## src/rtl/vft_pkg.sv

```systemverilog
package vft_pkg;

    localparam int DEF_VPN_W  = 20;
    localparam int DEF_PFN_W  = 18;
    localparam int DEF_PERM_W = 3;
    localparam int DEF_SETS   = 16;
    localparam int DEF_WAYS   = 2;

    // How a fill chose its way
    typedef enum logic [1:0] {
        PICK_MATCH  = 2'd0,
        PICK_FREE   = 2'd1,
        PICK_ROTATE = 2'd2
    } pick_e;

    function automatic int ptr_width(input int n);
        return (n > 1) ? $clog2(n) : 1;
    endfunction

endpackage

```

## src/rtl/vft_index_hash.sv

```systemverilog
module vft_index_hash #(
    parameter int VPN_W      = vft_pkg::DEF_VPN_W,
    parameter int IDX_W      = 4,
    parameter bit REVERSE_HI = 1'b1
) (
    input  logic [VPN_W-1:0] vpn,
    input  logic             space,
    output logic [IDX_W-1:0] idx
);
    logic [IDX_W-1:0] lo_part;
    logic [IDX_W-1:0] hi_part;
    logic [IDX_W-1:0] hi_mix;
    logic [IDX_W-1:0] space_mask;

    assign lo_part    = vpn[IDX_W-1:0];
    assign hi_part    = vpn[VPN_W-1 -: IDX_W];
    assign space_mask = IDX_W'(space) << (IDX_W - 1);

    generate
        if (REVERSE_HI) begin : g_rev
            for (genvar b = 0; b < IDX_W; b++) begin : g_bit
                assign hi_mix[b] = hi_part[IDX_W-1-b];
            end
        end else begin : g_fwd
            assign hi_mix = hi_part;
        end
    endgenerate

    assign idx = lo_part ^ hi_mix ^ space_mask;
endmodule

```

## src/rtl/vft_way_pick.sv

```systemverilog
module vft_way_pick
    import vft_pkg::*;
#(
    parameter int WAYS  = vft_pkg::DEF_WAYS,
    parameter int PTR_W = 1
) (
    input  logic [WAYS-1:0]  match_vec,
    input  logic [WAYS-1:0]  valid_vec,
    input  logic [PTR_W-1:0] rr_ptr,
    output logic [PTR_W-1:0] way,
    output pick_e            how,
    output logic [PTR_W-1:0] rr_next
);
    always_comb begin
        way = rr_ptr;
        how = PICK_ROTATE;
        for (int w = WAYS - 1; w >= 0; w--) begin
            if (!valid_vec[w]) begin
                way = PTR_W'(w);
                how = PICK_FREE;
            end
        end
        for (int w = WAYS - 1; w >= 0; w--) begin
            if (match_vec[w]) begin
                way = PTR_W'(w);
                how = PICK_MATCH;
            end
        end
        rr_next = (rr_ptr == PTR_W'(WAYS - 1)) ? '0 : rr_ptr + 1'b1;
    end
endmodule

```

## src/rtl/vpn_fold_tlb.sv

```systemverilog
module vpn_fold_tlb
    import vft_pkg::*;
#(
    parameter int VPN_W      = vft_pkg::DEF_VPN_W,
    parameter int PFN_W      = vft_pkg::DEF_PFN_W,
    parameter int PERM_W     = vft_pkg::DEF_PERM_W,
    parameter int SETS       = vft_pkg::DEF_SETS,
    parameter int WAYS       = vft_pkg::DEF_WAYS,
    parameter bit REVERSE_HI = 1'b1
) (
    input  logic              clk,
    input  logic              rst,
    input  logic              lk_valid,
    input  logic [VPN_W-1:0]  lk_vpn,
    input  logic              lk_space,
    input  logic              fl_valid,
    input  logic [VPN_W-1:0]  fl_vpn,
    input  logic              fl_space,
    input  logic [PFN_W-1:0]  fl_pfn,
    input  logic [PERM_W-1:0] fl_perm,
    input  logic              flush,
    output logic              rsp_valid,
    output logic              rsp_hit,
    output logic [PFN_W-1:0]  rsp_pfn,
    output logic [PERM_W-1:0] rsp_perm
);
    localparam int IDX_W = $clog2(SETS);
    localparam int PTR_W = ptr_width(WAYS);

    typedef struct packed {
        logic [VPN_W-1:0]  tag;
        logic              space;
        logic [PFN_W-1:0]  pfn;
        logic [PERM_W-1:0] perm;
    } entry_t;

    entry_t           mem    [SETS][WAYS];
    logic [WAYS-1:0]  vld    [SETS];
    logic [PTR_W-1:0] rr_ptr [SETS];

    logic [IDX_W-1:0] lk_idx, fl_idx;
    logic [WAYS-1:0]  lk_match, fl_match;
    entry_t           lk_sel, fl_new;
    logic [PTR_W-1:0] fl_way, rr_next;
    pick_e            fl_how;

    vft_index_hash #(.VPN_W(VPN_W), .IDX_W(IDX_W), .REVERSE_HI(REVERSE_HI)) i_lk_hash (
        .vpn(lk_vpn), .space(lk_space), .idx(lk_idx));

    vft_index_hash #(.VPN_W(VPN_W), .IDX_W(IDX_W), .REVERSE_HI(REVERSE_HI)) i_fl_hash (
        .vpn(fl_vpn), .space(fl_space), .idx(fl_idx));

    generate
        for (genvar w = 0; w < WAYS; w++) begin : g_cmp
            assign lk_match[w] = vld[lk_idx][w] && mem[lk_idx][w].tag == lk_vpn
                                 && mem[lk_idx][w].space == lk_space;
            assign fl_match[w] = vld[fl_idx][w] && mem[fl_idx][w].tag == fl_vpn
                                 && mem[fl_idx][w].space == fl_space;
        end
    endgenerate

    always_comb begin
        lk_sel = '0;
        for (int w = 0; w < WAYS; w++) begin
            if (lk_match[w]) lk_sel = mem[lk_idx][w];
        end
    end

    vft_way_pick #(.WAYS(WAYS), .PTR_W(PTR_W)) i_pick (
        .match_vec(fl_match), .valid_vec(vld[fl_idx]), .rr_ptr(rr_ptr[fl_idx]),
        .way(fl_way), .how(fl_how), .rr_next(rr_next));

    assign fl_new = '{tag: fl_vpn, space: fl_space, pfn: fl_pfn, perm: fl_perm};

    // Valid bits and replacement pointers
    always_ff @(posedge clk) begin
        if (rst) begin
            for (int s = 0; s < SETS; s++) begin
                vld[s]    <= '0;
                rr_ptr[s] <= '0;
            end
        end else if (flush) begin
            for (int s = 0; s < SETS; s++) vld[s] <= '0;
        end else if (fl_valid) begin
            vld[fl_idx][fl_way] <= 1'b1;
            if (fl_how == PICK_ROTATE) rr_ptr[fl_idx] <= rr_next;
        end
    end

    // Entry payload needs no reset: it is guarded by the valid bits
    always_ff @(posedge clk) begin
        if (!rst && !flush && fl_valid) mem[fl_idx][fl_way] <= fl_new;
    end

    // Registered response
    always_ff @(posedge clk) begin
        if (rst) begin
            rsp_valid <= 1'b0;
            rsp_hit   <= 1'b0;
            rsp_pfn   <= '0;
            rsp_perm  <= '0;
        end else begin
            rsp_valid <= lk_valid;
            rsp_hit   <= lk_valid && !flush && (|lk_match);
            rsp_pfn   <= (lk_valid && !flush) ? lk_sel.pfn  : '0;
            rsp_perm  <= (lk_valid && !flush) ? lk_sel.perm : '0;
        end
    end
endmodule

```

## config.mk

```make
export PLATFORM = sky130hd
export DESIGN_NAME = vpn_fold_tlb
export DESIGN_NICKNAME = d
export VERILOG_FILES = /design/src/rtl/vft_pkg.sv /design/src/rtl/vft_index_hash.sv /design/src/rtl/vft_way_pick.sv /design/src/rtl/vpn_fold_tlb.sv
export SDC_FILE = /design/constraint.sdc
export NUM_CORES = 2
export LEC_CHECK = 0
export BUFFER_PORTS_ARGS = -buffer_cell sky130_fd_sc_hd__buf_2
export CORE_MARGIN = 3
export CORE_UTILIZATION = 50
export DETAILED_ROUTE_END_ITERATION = 6
export PLACE_DENSITY = 0.63
export SETUP_SLACK_MARGIN = 0.02
export SYNTH_ARGS = -nofsm -noshare
export SYNTH_HDL_FRONTEND = slang
export SYNTH_SLANG_ARGS = --single-unit
```

## constraint.sdc

```tcl
create_clock -name clk -period 10.7 [get_ports clk]
set_input_delay 2.14 -clock clk [delete_from_list [all_inputs] [get_ports clk]]
set_output_delay 2.14 -clock clk [all_outputs]
set_load 0.05 [all_outputs]
```

==> flow_metrics.env <==
export IMPL_outcome="finished, violations left"
export IMPL_violations="DRC"
export IMPL_syn_inst=2933
export IMPL_worst_pin_slew_ns=1.19
export IMPL_crit_family="simple AND/OR/NAND/NOR gates"
export IMPL_tns_ns=0
export IMPL_ys_ff_latch=1415
export IMPL_maxSlewHeadroom_pct=20.4
export IMPL_syn_to_final_growth_pct=11.8
export IMPL_routed_via_density=6.65
export IMPL_fp_dieH_um=355
export IMPL_ys_types=66
export IMPL_num_vias=31900
export IMPL_grt_max_degree=143
export IMPL_fin_crit_ns=7.94
export IMPL_cp_common_cell="buf_12"
export IMPL_h_tree_depth=4
export IMPL_finClkSkew_ns=0.0220
export IMPL_die_w_um=355
export IMPL_ios=91
export IMPL_route_met3_wl_um=12500
export IMPL_rsz0062_at_grt="false"
export IMPL_hold_start="vld[5][0]$_DFF_P_"
export IMPL_crit_buf_inv=4
export IMPL_ant_nets=0
export IMPL_ff2ff_path_depth=10
export IMPL_max_cap_violations=0
export IMPL_layout_common_cells="1,360 x edfxtp_1, 566 x mux4_2, 154 x clkbuf_16, 102 x nand2_1, 90 x buf_2"
export IMPL_met2_length_um=78000
export IMPL_coreArea_um2=120000
export IMPL_drive_above_1_share_pct=32.2
export IMPL_critPathMaxStageDelay_ns=0.92
export IMPL_hold_end="vld[5][0]$_DFF_P_"
export IMPL_crit_slowest_cell="nor2_4"
export IMPL_clockRootBuffer="clkbuf_16"
export IMPL_synth_area_leaders="edfxtp_1 67%, mux4_2 21%, dfxtp_1 1.8%"
export IMPL_yosysWarnings=0
export IMPL_hold_class="register to register"
export IMPL_worstReg2RegStart="mem[7][72]$_DFFE_PP_"
export IMPL_hold_buffers=0
export IMPL_setup_viol_count_final=0
export IMPL_routabilityCongestion=0.927
export IMPL_required_ns=11.14
export IMPL_async_flop_share_pct=0
export IMPL_vdd_ir_drop_worst_mv=0.159
export IMPL_synth_top_area_cell="edfxtp_1"
export IMPL_grt_use_total_pct=26.2
export IMPL_rrSetupSlack_ns=5.59
export IMPL_routedWlPerCell_um=33.9
export IMPL_clock_sinks=1415
export IMPL_placed_area_um2=63300
export IMPL_syn_area_per_cell_um2=20.7
export IMPL_rows=127
export IMPL_met1_length_um=65600
export IMPL_wl_um=162000
export IMPL_yosysSeqAreaShare_pct=69.0
export IMPL_fillers=8861
export IMPL_pwr_density_cell_nw_per_um2=184
export IMPL_clock_path_buffers=3
export IMPL_cts_resized=0
export IMPL_antenna_found_initial=5
export IMPL_nets=3124
export IMPL_fmax_mhz=126
export IMPL_rr_endpoint="mem[3][44]$_DFFE_PP_"
export IMPL_drcViolationCount=1
export IMPL_worstPathCellList="buf_2, xor2_4, buf_12, mux4_2, nand2_1, a31oi_1, xnor2_1, nand4_1, nor4_2, a2bb2oi_4, buf_4, nor2_4, buf_12"
export IMPL_endpoint_kind="register"
export IMPL_p_leak_nw=21.5
export IMPL_fin_crit_sh_pct=74.2
export IMPL_grt_pass1_vias=32700
export IMPL_netlist_area_um2=60800
export IMPL_synth_edf_count=1360
export IMPL_drtPass1Iterations=7
export IMPL_dr_max_layer_used="met5"
export IMPL_stdcell_area_um2=68000
export IMPL_synth_flop_cell="edfxtp_1"
export IMPL_slew_viol_final=0
export IMPL_crit_arrival_ns=8.38
export IMPL_start_util_pct=50.5
export IMPL_path_max_fanout=107
export IMPL_cts_buffers=148
export IMPL_path_class="input port to register"
export IMPL_hold_viol=0
export IMPL_tritoncts="done"
export IMPL_syn_nets=3001
export IMPL_post_cts_buffers=0
export IMPL_overflow=0
export IMPL_insertion_delay_ns=0.75
export IMPL_first_iter_violations=3940
export IMPL_clk_pin_slew_worst_paths_ns=0.06
export IMPL_yosys_area_top_type_share_pct=67.2
export IMPL_grt_pass1_wl_um=237000
export IMPL_holdPathStages=2
export IMPL_final_common_cell="edfxtp_1"
export IMPL_fp_dieArea_um2=126000
export IMPL_io_buffers=90
export IMPL_hpwl_um=97400
export IMPL_start_kind="input port"
kinds of logic after synthesis:
| kind of cell | after synthesis | share of synthesized area [%] |
|---|---|---|
| compound gates | 264 | 3.03 |
| mux | 663 | 22.6 |
| simple gates | 326 | 2.66 |
| flops | 1415 | 69.0 |
| xor+xnor | 68 | 1.09 |
| buf+inv | 197 | 1.64 |
sequential cells by signal, indices dropped and copies added, names as in the netlist:
| signal | cells |
|---|---|
| mem | 1344 |
| rr_ptr | 16 |
| rsp_hit | 1 |
| rsp_perm | 3 |
| rsp_pfn | 18 |
| rsp_valid | 1 |
| vld | 32 |
worst min-delay path, cell delays in order (launching register included):
cell     delay [ns]
dfxtp_1        0.32
nand2_1        0.05
o21ai_1        0.05
cell type report:
| cell class | count | area (µm²) | area share (%) |
|---|---|---|---|
| diodes | 2 | 5.00 | 0.00736 |
| clock buffers | 191 | 4020 | 5.92 |
| clock inverters | 77 | 602 | 0.885 |
| inverters | 5 | 18.8 | 0.0276 |
| multi-input cells | 1321 | 18200 | 26.8 |
| flip-flops and latches | 1415 | 41900 | 61.7 |
| well taps | 1612 | 2020 | 2.97 |
| repair buffers | 165 | 1180 | 1.73 |
power breakdown:
group          switching (mW)  internal [mW]
Sequential             0.0109           6.10
Combinational           0.865          0.612
Clock                    2.09           2.83
Total                    2.96           9.54
synth_stat cells, types with 11 or more instances:
library cell	count
nand2_1	102
a22o_1	24
a22oi_1	56
clkbuf_1	58
xor2_1	30
dfxtp_1	55
mux4_2	566
nor4_1	20
a31o_2	16
a21oi_1	60
nand3_1	31
buf_4	22
edfxtp_1	1360
mux2_2	13
and2_1	18
mux2i_1	84
and3_1	35
buf_2	82
nor3_1	11
buf_1	20
o21ai_0	33
nand4_1	15
nor2_1	69
xnor2_1	33
o22ai_1	16
how the worst max path moves through the flow:
stage                from                     to  cells past startpoint
2_1_floorplan  fl_vpn[19]  mem[14][42]$_DFFE_PP_                     14
3_3_place_gp    fl_vpn[0]   mem[3][51]$_DFFE_PP_                     13
3_5_place_dp    fl_vpn[0]   mem[3][51]$_DFFE_PP_                     13
4_1_cts         fl_vpn[0]   mem[3][44]$_DFFE_PP_                     13
5_1_grt         fl_vpn[0]   mem[3][51]$_DFFE_PP_                     13
6_report       fl_vpn[18]   mem[3][44]$_DFFE_PP_                     13
per-stage QoR:
step	hold WS (ns)	power, mW	setup slack, ns	std cells	util [%]
final	0.468	12.5	2.76	4788	56.5
after floorplan	0.432	7.19	3.42	2933	-
after detailed placement	0.461	7.70	1.94	4518	52.7
after global routing	0.488	12.9	2.75	4786	56.5
after global placement	0.455	7.69	1.97	4518	52.7
after CTS	0.470	12.6	2.77	4786	56.5
per-layer routing:
metal,track usage (%),vias up
met3,4.47,339
met4,9.79,2
met1,37.4,17100
met5,0,-
met2,41.3,1577
li1,-,12900
Power figures use the tool's default switching activity.
